<file path="config.mk">
export PLATFORM = sky130hd
export DESIGN_NAME = scan_counter
export DESIGN_NICKNAME = d
export VERILOG_FILES = /design/src/rtl/obs_pkg.sv /design/src/rtl/scan_counter.sv
export SDC_FILE = /design/constraint.sdc
export NUM_CORES = 1
export LEC_CHECK = 0
export BUFFER_PORTS_ARGS = -buffer_cell sky130_fd_sc_hd__clkbuf_2
export CORE_AREA = 10 10 47 49
export CTS_BUF_LIST = sky130_fd_sc_hd__clkbuf_16
export CTS_CLUSTER_SIZE = 12
export DETAILED_ROUTE_END_ITERATION = 8
export DIE_AREA = 0 0 57 59
export SYNTH_ARGS = -nofsm -noshare
export SYNTH_HDL_FRONTEND = slang
export SYNTH_SLANG_ARGS = --single-unit
</file>
<file path="constraint.sdc">
create_clock -name clk -period 1.9 [get_ports clk]
set_input_delay 0 -clock clk [delete_from_list [all_inputs] [get_ports clk]]
set_output_delay 0 -clock clk [all_outputs]
set_load 0.01 [all_outputs]
</file>
<file path="src/rtl/obs_pkg.sv">
`timescale 1ns/100ps
package obs_pkg;
  localparam int unsigned DEF_NUM_WIDE   = 16;
  localparam int unsigned DEF_WIDE_W     = 6;
  localparam int unsigned DEF_NUM_NARROW = 2;
  localparam int unsigned DEF_NARROW_W   = 8;

  typedef enum logic { STEP_DOWN = 1'b0, STEP_UP = 1'b1 } step_dir_e;
endpackage

</file>
<file path="src/rtl/scan_counter.sv">
`timescale 1ns/100ps
module scan_counter #(
  parameter int unsigned DEPTH = 16,
  localparam int unsigned CW = $clog2(DEPTH)
) (
  input  logic          clk,
  input  logic          rst_n,
  input  logic          step_en,
  input  obs_pkg::step_dir_e dir,
  output logic [CW-1:0] idx
);
  localparam logic [CW-1:0] LAST = CW'(DEPTH - 1);

  logic [CW-1:0] nxt;

  always_comb begin
    if (dir == obs_pkg::STEP_UP)
      nxt = (idx == LAST) ? '0 : idx + CW'(1);
    else
      nxt = (idx == '0) ? LAST : idx - CW'(1);
  end

  always_ff @(posedge clk) begin
    if (!rst_n)       idx <= '0;
    else if (step_en) idx <= nxt;
  end
endmodule

</file>
-- Yosys cells after proc, flatten, opt, wreduce, memory -nomap -nowiden
Cells that the tools add are included.
- mux-type cells: 3
- equal/unequal tests: 1
- reductions and logical operators: 1
- add/subtract/negate cells: 2
- operators with widths (kind ; number):
    two-way mux 4 bit ; 3
    adder 4 x 1 -> 4 bit, second input constant ; 1
    equality test 4 bit, second input constant ; 1
    logical NOT 4 bit ; 1
    subtractor 4 x 1 -> 4 bit, second input constant ; 1
- word-level logic and storage cells: 8
- flip-flop bits (word level): 4
- output and inout bits: 4
- input port bits: 4

-- Longest topological paths before layout
Gate-level depths: netlist of run 1.
- depth after elaboration: 3
- depth in mapped cells: 6
- depth with buffers taken out: 6

-- Least setup slack after synthesis of run 1
Ideal clock, no wire load.
- path kind: register to register
- start: reg idx[0]
- end: reg idx[3]
- arrival time: 1413 ps
- cell stages (with the launch flop): 6
- setup slack: 426 ps
- setup time: 60 ps
- cells stage by stage: dfxtp_1 > inv_1 > ha_1 > or3b_2 > o221ai_1 > o221a_1
- longest elaborated chain between the ends: 3
- elaborated cells between the ends (all ways): 7
- classes of those cells: add/sub (2); eq/ne (1); mux (3); reduce/logical (1)
- RTL lines (item ; RTL line ; source):
    from (decl) ; scan_counter.sv:10 ; output logic [CW-1:0] idx
    from (signal assigned) ; scan_counter.sv:25 ; else if (step_en) idx <= nxt;
    subtractor 4 x 1 -> 4 bit (tied with other cells) ; scan_counter.sv:20 ; nxt = (idx == '0) ? LAST : idx - CW'(1);
    two-way mux 4 bit (on tied branches) ; scan_counter.sv:20, scan_counter.sv:18 ;
    two-way mux 4 bit (*) ; scan_counter.sv:17 ; if (dir == obs_pkg::STEP_UP)
Mark *: on every way between the ends. The rest lies on a longest branch, timed or not.
A chain may end at the register's enable or synchronous reset.

-- Worst setup path in the final report of run 1
Same ends and word-level chain as after synthesis.

==> impl_metrics.json, run 1 <==
{
  "syn_area_um2": 262.8,
  "crit_buf_inv": 1,
  "clock_latency_ns": 0.22,
  "slew_headroom_pct": 83.62,
  "critPathTopFamily": "simple AND/OR/NAND/NOR gates",
  "dp_hpwl_um": 561.5,
  "start_util_pct": 18.75,
  "grt_overflow_total": 0,
  "core_area_um2": 1401,
  "fmax_mhz": 655.5,
  "critPathLaunchType": "register",
  "min_period_ns": 1.525,
  "tightest_slew_ns": 0.2453,
  "synth_top_cell_area_share_pct": 30.48,
  "synth_compound_area_share_pct": 23.81,
  "stdcell_count": 57,
  "fin_total_pwr_mw": 0.5044,
  "ys_warn_count": 0,
  "dpl.cell_count": 54,
  "grt_usage_pct": 4.573,
  "hold_viol_final": 0,
  "yosys-top-cells-count": "a21oi_1 (4), dfxtp_1 (4), o21ai_0 (3), xnor2_1 (3)",
  "cts_setup_buffers": 0,
  "synth_top_family_by_area": "compound AO/OA/AOI/OAI gates",
  "drt_iter0_markers": 2,
  "cts_resized": 0,
  "slew_violations": 0,
  "slowest_stage": "or3b_2",
  "grt_max_degree": 8,
  "synthMuxAreaShare_pct": 4.286,
  "hold_class": "input pin to register",
  "worstSetupPathType": "register to register",
  "synth_top_area_cell": "dfxtp_1",
  "setup_viol": 0,
  "clock-root-buffer": "clkbuf_16",
  "cts.sinks": 4,
  "antenna_found_initial": 0,
  "synth_fa_ha_area_share_pct": 9.524,
  "cts_buffers": 3,
  "cp.required_ns": 2.07,
  "postSynth.asyncResetShare_pct": 0,
  "nets": 49,
  "synth.area.top_cells": "dfxtp_1 (30%), xnor2_1 (10%), ha_1 (9.5%)",
  "rsz0062_at_grt": "false",
  "utilization_pct": 28.04,
  "grt_pass1_vias": 271,
  "powerDensity_nw_per_um2": 1284,
  "fp.dieH_um": 59,
  "fin_ws_ns": 0.3745,
  "yosys.area_share.simple_pct": 17.62,
  "met2_usage_pct": 6.512,
  "drc": 0,
  "first_pass_iters": 4,
  "crit_path_cell_trace": "inv_1 > ha_1 > or3b_2 > o221ai_1 > o221a_1",
  "dieWidth_um": 57,
  "synth_flop_cell": "dfxtp_1",
  "grt_busiest_layer": "met2",
  "fin_setup_tns_ns": 0,
  "regMostFlops": "idx",
  "final_antenna_net_count": 0,
  "dp_slack_ns": 0.3776,
  "largest_reg_flops": 4,
  "dieArea_um2": 3363,
  "syn_nets": 37,
  "syn2layout_area_growth_pct": 49.52,
  "slowest_delay_ns": 0.46,
  "vias_per_cell": 4.579,
  "clk_pin_slew_ns": 0.03,
  "synth_edf_count": 0,
  "ir_worst_vdd_uv": 677.3,
  "cp_max_fo": 7,
  "synth-xor-area-share_pct": 10.00,
  "drv_cap": 0,
  "synth.avg_cell_area_um2": 8.476,
  "num_rows": 14,
  "n_antenna_cell": 0,
  "synthDistinctLibCells": 17,
  "wl_um": 679,
  "worstPathArrival_ns": 1.69,
  "gr-usage-met3_pct": 4.077,
  "design_area_um2": 392.9,
  "syn_inst": 31,
  "post_route_cells_drive_above_1_share_pct": 31.71,
  "ctsHoldBuffers": 0,
  "grtUsageMet1_pct": 4.019,
  "dr_total_vias": 261,
  "ys_seq_elements": 4,
  "worstSetupEndpointType": "register",
  "tritoncts": "done",
  "timing.hold.ws_ns": 0.02833,
  "leakagePower_nw": 0.1629,
  "gp_congestion": 0.8109,
  "wl_per_cell_um": 11.91,
  "io_pins": 8,
  "multi_input_area_um2": 171.4,
  "cts_buffer_depth": 2,
  "fin_crit_sh_pct": 80.29,
  "ctsHtreeMaxLevel": 1,
  "seq_area_frac_synth_pct": 30.48,
  "status": "complete, no violations",
  "seqCellArea_um2": 80.08,
  "placed_area_um2": 317.8,
  "fillers": 156,
  "fin_skew_ns": 0.0003003,
  "grt_pass1_wl_um": 1145,
  "reg_top3": "idx: 4 flops",
  "io_buffers": 7
}
where the power goes:
group | leakage (nW) | internal (mW) | switching, mW
clock | 0.0370 | 0.269 | 0.0575
sequential | 0.0331 | 0.0933 | 0.0140
combinational | 0.0928 | 0.0369 | 0.0341
total | 0.163 | 0.399 | 0.106
per-layer routing:
metal	up-vias	part of all wire, %
li1	134	-
met1	116	40
met2	9	49
met3	2	9.7
met4	0	1.2
met5	-	0
area by class of cell:
type | instances | area share [%]
multi-input cells | 24 | 43.63
clock buffers | 3 | 19.11
repair buffers | 7 | 8.917
well taps | 16 | 5.096
flip-flops and latches | 4 | 20.38
inverters | 3 | 2.866
layout by cell type (no fill, tap or decap), drive strengths merged:
master | synthesis | routed
a21boi | 1 | 1
a21oi | 4 | 4
and2 | 2 | 2
clkbuf | 0 | 10
dfxtp | 4 | 4
ha | 2 | 2
inv | 3 | 3
mux2 | 1 | 1
nand2 | 2 | 2
nand3 | 1 | 1
nor3 | 1 | 1
o21ai | 3 | 3
o221a | 1 | 1
o221ai | 1 | 1
or3b | 1 | 1
or4 | 1 | 1
xnor2 | 3 | 3
cell families after synthesis:
group,Yosys count
compound gates,10
xor+xnor,3
fa+ha+maj,2
buf+inv,3
flops,4
mux,1
simple gates,8
worst paths after layout:
kind	endpoint	slack, ns	start	cells after the start
hold reg to reg	idx[0]	0.60	idx[0]	2
hold / removal	idx[1]	0.03	rst_n	2
setup reg to reg	idx[3]	0.37	idx[0]	5
setup / recovery	idx[3]	0.37	idx[0]	5
Note: power is estimated with default switching activity, not from simulation.
==> run 2: changes to the inputs <==
Settings changed: ABC_AREA set to 1.
Clock period 1.9 ns to 1.5 ns, I/O delays scaled along.
==> impl_metrics.json, run 2 <==
{
  "synth_top_cell_area_share_pct": 27.47,
  "fin_ws_ns": 0.2345,
  "drv_cap": 0,
  "timing.hold.ws_ns": 0.01450,
  "nets": 68,
  "post_route_cells_drive_above_1_share_pct": 18.33,
  "cts_buffer_depth": 2,
  "syn_area_um2": 291.5,
  "hold_class": "input pin to register",
  "postSynth.asyncResetShare_pct": 0,
  "yosysMostFrequentCell": "nand2_1",
  "synthDistinctLibCells": 12,
  "io_buffers": 7,
  "fin_crit_sh_pct": 84.37,
  "core_area_um2": 1401,
  "slew_violations": 0,
  "dr_wl_met3_um": 58,
  "wl_per_cell_um": 9.737,
  "dp_slack_ns": 0.2226,
  "synth_edf_count": 0,
  "synth_flop_cell": "dfxtp_1",
  "met2_length_um": 306,
  "leakagePower_nw": 0.2357,
  "rsz0062_at_grt": "false",
  "stdcell_count": 76,
  "fin_setup_tns_ns": 0,
  "slew_headroom_pct": 84.06,
  "grt_max_degree": 8,
  "clock_latency_ns": 0.22,
  "reg_top3": "idx: 4 flops",
  "synth_top_area_cell": "dfxtp_1",
  "ys_seq_elements": 4,
  "final_cell_mix": "nand2_1 (11), inv_1 (10), clkbuf_2 (7)",
  "grt_usage_pct": 5.692,
  "drc": 0,
  "hold_viol_final": 0,
  "dr_total_vias": 340,
  "first_pass_iters": 4,
  "highest_layer": "met4",
  "min_period_ns": 1.265,
  "critPathLaunchType": "register",
  "setup_viol": 0,
  "antenna_found_initial": 0,
  "dieArea_um2": 3363,
  "cts_buffers": 3,
  "num_rows": 14,
  "dpl.cell_count": 72,
  "syn2layout_area_growth_pct": 48.07,
  "grt_pass1_vias": 329,
  "yosys-top-cells-count": "nand2_1 (11), inv_1 (10), a21oi_1 (5), nand3_1 (5), nor2_1 (5)",
  "final_common_cell": "nand2_1",
  "worstSetupPathType": "register to register",
  "seq_area_frac_synth_pct": 27.47,
  "gp_congestion": 0.8421,
  "powerDensity_nw_per_um2": 1482,
  "synth.avg_cell_area_um2": 5.950,
  "grt_overflow_total": 0,
  "start_util_pct": 20.80,
  "tightest_slew_ns": 0.2388,
  "tritoncts": "done",
  "final_antenna_net_count": 0,
  "vias_per_cell": 4.474,
  "cp_max_fo": 7,
  "fin_skew_ns": 0.0007860,
  "m1WireLength_um": 332,
  "io_pins": 8,
  "n_antenna_cell": 0,
  "syn_inst": 49,
  "design_area_um2": 431.7,
  "fmax_mhz": 790.2,
  "utilization_pct": 30.80,
  "cts_setup_buffers": 0,
  "largest_reg_flops": 4,
  "cts.sinks": 4,
  "fp.dieH_um": 59,
  "worstSetupEndpointType": "register",
  "placed_area_um2": 346.6,
  "clock-root-buffer": "clkbuf_16",
  "fin_total_pwr_mw": 0.6398,
  "status": "complete, no violations",
  "dieWidth_um": 57,
  "synth.area.top_cells": "dfxtp_1 (27%), nand2_1 (14%), inv_1 (13%)",
  "ys_warn_count": 0,
  "syn_nets": 55,
  "regMostFlops": "idx",
  "grt_pass1_wl_um": 1400,
  "ctsHtreeMaxLevel": 1,
  "cp.required_ns": 1.61,
  "worstPathArrival_ns": 1.38,
  "dp_hpwl_um": 566.8,
  "clk_pin_slew_ns": 0.03,
  "wl_um": 740,
  "drt_iter0_markers": 2,
  "ir_worst_vdd_uv": 561.2
}
-- run 2: cell count changes after synthesis, sizes merged, moves of 2 or more --
cell	previous run	this run
and2	2	0
inv	3	11
nor2	0	5
nand2	2	11
nand3	1	5
xnor2	3	1
-- run 2: kinds of logic (layout without fill, tap and decap cells) --
kind of cell / count (synthesis) / in the layout / synth area share, %
flops: 4 / 4 / 27.47
buf+inv: 11 / 22 / 14.16
fa+ha+maj: 2 / 2 / 8.582
xor+xnor: 1 / 1 / 3.005
simple gates: 22 / 22 / 31.33
compound gates: 9 / 9 / 15.45
-- run 2: power breakdown --
| part | total (mW) | internal (mW) | switching [mW] | leakage (nW) |
|---|---|---|---|---|
| logic | 0.0874 | 0.0376 | 0.0498 | 0.165 |
| clock network | 0.417 | 0.341 | 0.0766 | 0.0370 |
| registers | 0.135 | 0.117 | 0.0177 | 0.0333 |
-- run 2: area by class of cell --
class                      instances  area [um2]
timing repair buffer               8       45.04
tap                               16       20.02
multi-input combinational         34       170.2
inverter                          11       41.29
sequential                         4       80.08
clock buffer                       3       75.07
fill                             165       969.7
-- run 2: worst max-delay path, stage by stage, from the launching register on --
cell     delay, ns
dfxtp_1       0.43
inv_1         0.11
ha_1          0.31
xnor2_1       0.12
o21ai_0       0.14
inv_1         0.05
-- run 2: worst paths after layout --
path | from | end | slack [ns] | depth (start not counted)
worst max register to register | idx[0] | idx[1] | 0.23 | 5
worst min register to register | idx[0] | idx[0] | 0.62 | 2
worst min-delay path | rst_n | idx[2] | 0.01 | 3
worst max-delay path | idx[0] | idx[1] | 0.23 | 5
-- run 2: layer usage --
layer  global-route usage, %  vias up
li1                        -      177
met1                   5.785      146
met2                   6.977       12
met3                   3.648        5
met4                   7.047        0
met5                       0        -
-- run 2: what timing repair did --
action,4_1_cts,5_1_grt
gates resized for setup,0,0
hold buffers,1,0
hold endpoints to repair,1,0
